[config.mk]
export PLATFORM = sky130hd
export DESIGN_NAME = locwin_decoder
export DESIGN_NICKNAME = d
export VERILOG_FILES = /design/src/rtl/locwin_pkg.sv /design/src/rtl/locwin_addr_split.sv /design/src/rtl/locwin_rd_mux.sv /design/src/rtl/locwin_wr_gate.sv /design/src/rtl/locwin_decoder.sv
export SDC_FILE = /design/constraint.sdc
export NUM_CORES = 1
export LEC_CHECK = 0
export BUFFER_PORTS_ARGS = -buffer_cell sky130_fd_sc_hd__clkbuf_2
export CAP_MARGIN = 10
export CORE_MARGIN = 8
export CORE_UTILIZATION = 47
export DETAILED_ROUTE_END_ITERATION = 7
export PLACE_DENSITY = 0.77
export SETUP_SLACK_MARGIN = 0.15
export SLEW_MARGIN = 20
export SYNTH_ARGS = -nofsm -noshare
export SYNTH_HDL_FRONTEND = slang
export SYNTH_HIERARCHICAL = 1
export SYNTH_SLANG_ARGS = --single-unit
[constraint.sdc]
create_clock -name clk -period 1.7 [get_ports clk]
set_input_delay 0.255 -clock clk [delete_from_list [all_inputs] [get_ports clk]]
set_output_delay 0.255 -clock clk [all_outputs]
set_load 0.05 [all_outputs]
[src/rtl/locwin_pkg.sv]
package locwin_pkg;

   // Register codes seen by downstream logic on dn_reg / wr_reg
   typedef enum logic [3:0] {
      RC_NONE   = 4'd0,
      RC_ACCESS = 4'd1,
      RC_INTEN  = 4'd2,
      RC_INTSTS = 4'd3,
      RC_STATUS = 4'd4,
      RC_FIFO   = 4'd5,
      RC_XFIFO  = 4'd6,
      RC_VEC    = 4'd8,
      RC_CAP    = 4'd9,
      RC_ID     = 4'd10,
      RC_REV    = 4'd11
   } regcode_e;

   localparam logic [1:0] SZ_BYTE = 2'd0;
   localparam logic [1:0] SZ_HALF = 2'd1;
   localparam logic [1:0] SZ_WORD = 2'd2;

   // Capability word fields
   localparam logic [31:0] CAP_IRQ_AVAIL  = 32'h1 << 0;
   localparam logic [31:0] CAP_IRQ_VALID  = 32'h1 << 1;
   localparam logic [31:0] CAP_IRQ_LOCCHG = 32'h1 << 2;
   localparam logic [31:0] CAP_LVL_LOW    = 32'h1 << 4;
   localparam logic [31:0] CAP_IRQ_READY  = 32'h1 << 7;
   localparam logic [31:0] CAP_XFER_64    = 32'd3 << 9;
   localparam logic [31:0] CAP_IFACE_V2   = 32'd2 << 28;
   localparam logic [31:0] CAP_WORD = CAP_IRQ_AVAIL | CAP_IRQ_VALID | CAP_IRQ_LOCCHG
                                    | CAP_LVL_LOW | CAP_IRQ_READY | CAP_XFER_64
                                    | CAP_IFACE_V2;

   function automatic logic owner_only(regcode_e c);
      return (c == RC_INTEN) || (c == RC_INTSTS) || (c == RC_STATUS)
          || (c == RC_FIFO) || (c == RC_XFIFO);
   endfunction

endpackage

[src/rtl/locwin_addr_split.sv]
module locwin_addr_split import locwin_pkg::*; #(
   parameter int ADDR_W    = 15,
   parameter int NUM_LOC   = 5,
   parameter int WIN_BYTES = 4096,
   localparam int WIN_W    = $clog2(WIN_BYTES),
   localparam int LOC_W    = ADDR_W - WIN_W
) (
   input  logic [ADDR_W-1:0] addr,
   input  logic [1:0]        size,
   output logic [LOC_W-1:0]  loc,
   output logic              loc_ok,
   output regcode_e          code,
   output logic [1:0]        lane,
   output logic              misalign
);

   logic       hi_zero;
   logic [9:0] woff;

   assign loc    = addr[ADDR_W-1:WIN_W];
   assign loc_ok = int'(loc) < NUM_LOC;
   assign lane   = addr[1:0];
   assign woff   = addr[11:2];

   // windows wider than the decoded 4 KiB leave their upper part unmapped
   generate
      if (WIN_W > 12) begin : g_wide
         assign hi_zero = ~|addr[WIN_W-1:12];
      end else begin : g_exact
         assign hi_zero = 1'b1;
      end
   endgenerate

   always_comb begin
      code = RC_NONE;
      if (hi_zero) begin
         case (woff)
            10'h000: code = RC_ACCESS;
            10'h002: code = RC_INTEN;
            10'h003: code = RC_VEC;
            10'h004: code = RC_INTSTS;
            10'h005: code = RC_CAP;
            10'h006: code = RC_STATUS;
            10'h009: code = RC_FIFO;
            10'h020: code = RC_XFIFO;
            10'h3C0: code = RC_ID;
            10'h3C1: code = RC_REV;
            default: code = RC_NONE;
         endcase
      end
   end

   always_comb begin
      case (size)
         SZ_BYTE: misalign = 1'b0;
         SZ_HALF: misalign = addr[0];
         SZ_WORD: misalign = |addr[1:0];
         default: misalign = 1'b1;
      endcase
   end

endmodule

[src/rtl/locwin_rd_mux.sv]
module locwin_rd_mux import locwin_pkg::*; #(
   parameter logic [15:0] VEN_ID  = 16'h1014,
   parameter logic [15:0] DEV_ID  = 16'h0001,
   parameter logic [7:0]  REV_ID  = 8'h01,
   parameter int          IRQ_NUM = 10
) (
   input  regcode_e    code,
   input  logic        loc_ok,
   input  logic        active,
   input  logic        misalign,
   input  logic [1:0]  lane,
   input  logic [1:0]  size,
   input  logic [31:0] dn_rdata,
   output logic [31:0] rdata
);

   logic [31:0] word;
   logic [31:0] steered;

   always_comb begin
      word = '1;
      if (loc_ok) begin
         case (code)
            RC_ACCESS, RC_INTEN, RC_INTSTS,
            RC_FIFO, RC_XFIFO: word = dn_rdata;
            RC_STATUS:         word = active ? dn_rdata : '1;
            RC_VEC:            word = 32'(IRQ_NUM);
            RC_CAP:            word = CAP_WORD;
            RC_ID:             word = {DEV_ID, VEN_ID};
            RC_REV:            word = {24'h0, REV_ID};
            default:           word = '1;
         endcase
      end
   end

   always_comb begin
      steered = word >> {lane, 3'b000};
      case (size)
         SZ_BYTE: rdata = {24'h0, steered[7:0]};
         SZ_HALF: rdata = {16'h0, steered[15:0]};
         default: rdata = steered;
      endcase
      if (misalign) rdata = '1;
   end

endmodule

[src/rtl/locwin_wr_gate.sv]
module locwin_wr_gate import locwin_pkg::*; #(
   parameter int LANES = 4
) (
   input  logic             write,
   input  regcode_e         code,
   input  logic             loc_ok,
   input  logic             active,
   input  logic             misalign,
   input  logic [1:0]       lane,
   input  logic [1:0]       size,
   input  logic [31:0]      wdata,
   output logic             wr_en,
   output logic [31:0]      wdata_lane,
   output logic [LANES-1:0] be
);

   logic allowed;

   assign allowed    = loc_ok && !misalign
                    && ((code == RC_ACCESS) || (owner_only(code) && active));
   assign wr_en      = write && allowed;
   assign wdata_lane = wdata << {lane, 3'b000};

   generate
      for (genvar i = 0; i < LANES; i++) begin : g_lane
         localparam logic [1:0] LN = 2'(i);
         always_comb begin
            case (size)
               SZ_BYTE: be[i] = (lane == LN);
               SZ_HALF: be[i] = (lane[1] == LN[1]);
               default: be[i] = 1'b1;
            endcase
         end
      end
   endgenerate

endmodule

[src/rtl/locwin_decoder.sv]
module locwin_decoder import locwin_pkg::*; #(
   parameter int          ADDR_W    = 15,
   parameter int          NUM_LOC   = 5,
   parameter int          WIN_BYTES = 4096,
   parameter logic [15:0] VEN_ID    = 16'h1014,
   parameter logic [15:0] DEV_ID    = 16'h0001,
   parameter logic [7:0]  REV_ID    = 8'h01,
   parameter int          IRQ_NUM   = 10,
   localparam int         WIN_W     = $clog2(WIN_BYTES),
   localparam int         LOC_W     = ADDR_W - WIN_W
) (
   input  logic              clk,
   input  logic              rst_n,
   input  logic              req_valid,
   output logic              req_ready,
   input  logic              req_write,
   input  logic [ADDR_W-1:0] req_addr,
   input  logic [1:0]        req_size,
   input  logic [31:0]       req_wdata,
   output logic              rsp_valid,
   output logic              rsp_err,
   output logic [31:0]       rsp_rdata,
   input  logic              act_valid,
   input  logic [LOC_W-1:0]  act_loc,
   output logic [LOC_W-1:0]  dn_loc,
   output logic [3:0]        dn_reg,
   input  logic [31:0]       dn_rdata,
   output logic              wr_valid,
   output logic [LOC_W-1:0]  wr_loc,
   output logic [3:0]        wr_reg,
   output logic [31:0]       wr_data,
   output logic [3:0]        wr_be
);

   // elaboration-time parameter checks
   generate
      if ((1 << WIN_W) != WIN_BYTES || WIN_W < 12) begin : g_bad_win
         $error("WIN_BYTES must be a power of two of at least 4096");
      end
      if (LOC_W < 1 || NUM_LOC < 1 || NUM_LOC > (1 << LOC_W)) begin : g_bad_loc
         $error("NUM_LOC does not fit the locality field");
      end
      if (IRQ_NUM < 0 || IRQ_NUM > 255) begin : g_bad_irq
         $error("IRQ_NUM out of range");
      end
   endgenerate

   logic [LOC_W-1:0] loc;
   logic             loc_ok;
   regcode_e         code;
   logic [1:0]       lane;
   logic             misalign;
   logic             active;
   logic [31:0]      rd_word;
   logic             wr_en;
   logic [31:0]      wdata_lane;
   logic [3:0]       be;
   logic             fire;

   locwin_addr_split #(.ADDR_W(ADDR_W), .NUM_LOC(NUM_LOC), .WIN_BYTES(WIN_BYTES)) u_split (
      .addr(req_addr), .size(req_size), .loc(loc), .loc_ok(loc_ok),
      .code(code), .lane(lane), .misalign(misalign)
   );

   assign active = act_valid && (act_loc == loc);
   assign dn_loc = loc;
   assign dn_reg = code;
   assign fire   = req_valid && req_ready;

   locwin_rd_mux #(.VEN_ID(VEN_ID), .DEV_ID(DEV_ID), .REV_ID(REV_ID), .IRQ_NUM(IRQ_NUM)) u_rd (
      .code(code), .loc_ok(loc_ok), .active(active), .misalign(misalign),
      .lane(lane), .size(req_size), .dn_rdata(dn_rdata), .rdata(rd_word)
   );

   locwin_wr_gate #(.LANES(4)) u_wr (
      .write(req_write), .code(code), .loc_ok(loc_ok), .active(active),
      .misalign(misalign), .lane(lane), .size(req_size), .wdata(req_wdata),
      .wr_en(wr_en), .wdata_lane(wdata_lane), .be(be)
   );

   always_ff @(posedge clk or negedge rst_n) begin
      if (!rst_n) begin
         req_ready <= 1'b0;
         rsp_valid <= 1'b0;
         rsp_err   <= 1'b0;
         rsp_rdata <= '0;
         wr_valid  <= 1'b0;
         wr_loc    <= '0;
         wr_reg    <= '0;
         wr_data   <= '0;
         wr_be     <= '0;
      end else begin
         req_ready <= 1'b1;
         rsp_valid <= fire;
         wr_valid  <= fire && wr_en;
         if (fire) begin
            rsp_err   <= misalign;
            rsp_rdata <= req_write ? (misalign ? '1 : '0) : rd_word;
         end
         if (fire && wr_en) begin
            wr_loc  <= loc;
            wr_reg  <= code;
            wr_data <= wdata_lane;
            wr_be   <= be;
         end
      end
   end

   assert_rsp_follows_R10: assert property (@(posedge clk) disable iff (!rst_n)
      fire |=> rsp_valid);
   assert_rsp_idle_R10: assert property (@(posedge clk) disable iff (!rst_n)
      !fire |=> !rsp_valid && !wr_valid);
   assert_misalign_drop_R9: assert property (@(posedge clk) disable iff (!rst_n)
      fire && misalign |=> rsp_err && !wr_valid && (rsp_rdata == 32'hFFFF_FFFF));
   assert_gate_write_R5: assert property (@(posedge clk) disable iff (!rst_n)
      fire && req_write && owner_only(code) && !active |=> !wr_valid);
   assert_unmapped_loc_R1: assert property (@(posedge clk) disable iff (!rst_n)
      fire && !loc_ok |=> !wr_valid);
   assert_status_ones_R4: assert property (@(posedge clk) disable iff (!rst_n)
      fire && !req_write && (code == RC_STATUS) && !active && (req_size == SZ_WORD)
      |=> rsp_rdata == 32'hFFFF_FFFF);
   assert_be_shape_R8: assert property (@(posedge clk) disable iff (!rst_n)
      wr_valid |-> ($countones(wr_be) == 1 || $countones(wr_be) == 2 || wr_be == 4'hF));

endmodule

==> flow_summary_export.csv <==
group,metric,value,unit
outcome,violations,"negative setup slack",
clocking,clock_latency,0.35,ns
synth,synthFlopType,"dfrtp_1",
worst_setup_path,rr_endpoint,"wr_data[5]",
synth,synth-edff-count,0,
finish,stdcell_count,997,
worst_setup_path,crit_chain,"buf_6, or4_4, nor2_4, mux2i_2, o41ai_4, buf_4, nor3_4, buf_6, or2_4, buf_4, a2111o_1, o211ai_1, o211a_1, nand2b_1, a31oi_1",
worst_setup_path,cp.required,1.96,ns
sta,rsz0062_at_grt,"yes",
synth,ys_async_sr_fraction,100,%
clocking,clkSinkCount,79,
die,start_util,47.4,%
worst_setup_path,crit_type,"in2reg",
global_route,antenna_found_initial,0,
worst_setup_path,crit_cells,15,
clocking,cts_buffers,9,
sta,slew_headroom,59.7,%
synth,ys_types,71,
sta,period_share,161,%
synth,yosys_warnings,6,
worst_setup_path,slowest_delay,0.54,ns
worst_setup_path,crit_family,"simple AND/OR/NAND/NOR gates",
finish,final_cell_area,8320,um2
worst_setup_path,r2r_setup_slack,0.31,ns
drt,drt-vias-per-instance,5.80,
die,rows,40,
drt,drtAntennaViolNets,0,
finish,drive_above_1_share,51.8,%
drt,dr_wl_met2,10.0,mm
sta,final.setup.worst_slack,-1.03,ns
worst_setup_path,cp-startpoint,"req_addr[6]",
drt,wl_met3,1.45,mm
placed_design,placed_cell_area,7370,um2
die,dieWidth,125,um
placed_design,post-place-cells,953,
drt,vias,5787,
worst_setup_path,crit_arrival,2.99,ns
flow_run,max_cap_violations,0,
drt,met1_length,8.62,mm
global_route,grt_usage,24.8,%
synth,synth_commonest_cells,"dfrtp_1 (79), a21oi_1 (52), mux2i_1 (44)",
die,io_pins,175,
global_route,grt_pass1_vias,5918,
synth,ys_seq_area_share,35.2,%
sta,slew_viol_final,0,
sta,fmaxAchievable,366,MHz
sta,hold_violations,0,
synth,synth_nets,676,
global_route,grt_start_max_net_pins,40,
drt,wl_per_cell,20.6,um
worst_setup_path,crit_path_end_kind,"register",
power_and_ir_drop,ir_worst_vdd,443,uV
die,die_h,125,um
synth,yosysMostFrequentCell,"dfrtp_1",
clocking,cts_max_path_buffers,2,
clocking,cts_root_buffer,"clkbuf_16",
synth,synth_seq_cells,79,
drt,drtIter0Drc,327,
worst_setup_path,start_kind,"input pin",
die,die_area,15700,um2
power_and_ir_drop,cellLeakagePower,3.96,nW
synth,synthCells,587,
finish,nets,935,
die,fp.coreArea,11900,um2
sta,fin_skew,0.00991,ns
worst_setup_path,cp_num_buf_inv,4,
sta,tightest_slew,0.603,ns
power_and_ir_drop,power_density,664,nW/um2
worst_setup_path,worstPathMaxFanout,6,
sta,setup_tns,-70.75,ns
placed_design,gp_congestion,0.938,
finish,reg.largest.list,"rsp_rdata: 32 flops, wr_data: 32 flops",
global_route,grt_pass1_wl,31.4,mm
worst_setup_path,critPathSlowestCell,"or4_4",
sta,fin_crit,2.73,ns
synth,synth.top_cell.area_share,35.2,%
placed_design,dp_hpwl,15.6,mm
placed_design,io_buffers,174,
worst_setup_path,reg2reg_depth,4,
drt,drc,0,
clocking,clkTransAtPathRegs,0.06,ns
worst_setup_path,timing.rr.start,"req_ready",
clocking,htree_levels,3,
hold_path,worstHoldPathType,"in2reg",
outcome,outcome,"finished with violations",
worst_setup_path,crit_end,"rsp_rdata[11]",
synth,syn-cell-area,5620,um2
synth,avgSynthCellArea,9.57,um2
drt,highest_layer,"met4",
drt,finalWirelength,20.6,mm
global_route,overflow,0,
synth,yosysTopAreaCell,"dfrtp_1",
clocking,cts_tree,"built",
sta,setup_violations,80,
placed_design,dp_worst_setup_slack,-1.44,ns
synth,synth.area.top_cells,"dfrtp_1 (35%), mux2_4 (11%), mux2i_1 (7.8%)",
finish,antenna_cells,0,
drt,first_pass_iters,5,
finish,area_growth,48.2,%
sta,hold_slack,0.288,ns
==> through the flow <==
step                      utilization, %  power [mW]
after floorplan                        -        3.15
after global placement              62.1        3.68
final                               70.2        5.53
after global routing                70.2        5.73
after CTS                           67.0        5.50
after detailed placement            62.1        3.71
==> layout make-up <==
class                      count  area, um2
inverter                       6       30.0
multi-input combinational    447       3710
sequential                    79       1980
tap                          147        184
clock inverter                 4       32.5
fill                         956       3540
timing repair buffer         303       2150
clock buffer                  11        233
==> repair_timing <==
action	4_1_cts	5_1_grt
hold buffers	1	0
pin swaps	15	24
buffers inserted	13	11
gates cloned	1	3
setup endpoints to repair	80	80
hold endpoints to repair	37	0
gates resized for setup	61	56
==> routing by layer <==
metal / up-vias / global-route usage, %
li1: 2665 / -
met2: 266 / 41.0
met3: 34 / 4.55
met5: - / 0
met4: 0 / 9.96
met1: 2822 / 31.3
==> power breakdown <==
group | internal (mW) | switching, mW | leakage, nW
combinational | 0.530 | 1.12 | 2.84
clock | 0.989 | 0.790 | 0.122
sequential | 2.01 | 0.0886 | 0.998
total | 3.53 | 1.99 | 3.96
==> worst min-delay path by stage <==
stage	from	to	slack (ns)	depth (start not counted)
6_report	req_wdata[0]	wr_data[16]	0.29	3
5_1_grt	req_wdata[3]	wr_data[19]	0.29	3
4_1_cts	req_wdata[3]	wr_data[19]	0.28	3
3_5_place_dp	rst_n	wr_data[13]	0.27	1
3_3_place_gp	rst_n	wr_data[30]	0.26	1
2_1_floorplan	rst_n	req_ready	-0.04	0
==> tightest hold or removal path: cells and delay by family <==
kind	cells	cell delay, ns
muxes	1	0.13
buffers and inverters	1	0.10
AOI/OAI and AO/OA	1	0.11
==> placed cells by master (no fill, tap or decap), types with 7 or more instances in the layout <==
cell | netlist | layout
and2_1 | 10 | 10
mux2i_1 | 44 | 42
o2bb2ai_1 | 8 | 8
nor3_1 | 9 | 7
buf_4 | 10 | 96
nand2_2 | 0 | 9
a21oi_1 | 52 | 45
o21ai_0 | 30 | 8
nor2_1 | 42 | 35
buf_6 | 6 | 22
buf_12 | 1 | 13
clkbuf_16 | 0 | 12
clkbuf_2 | 1 | 168
dfrtp_1 | 79 | 79
o21ai_1 | 3 | 15
nand2b_1 | 33 | 33
mux2_4 | 40 | 43
a31oi_1 | 33 | 33
nand2_1 | 40 | 26
==> cells by family after synthesis <==
family          count (synthesis)  synth area share (%)
other cells                     1                0.0668
buf+inv                        62                  7.22
xor+xnor                        5                 0.780
compound gates                186                  21.8
mux                            90                  19.7
flops                          79                  35.2
simple gates                  164                  15.2
(Power assumes the default switching activity.)
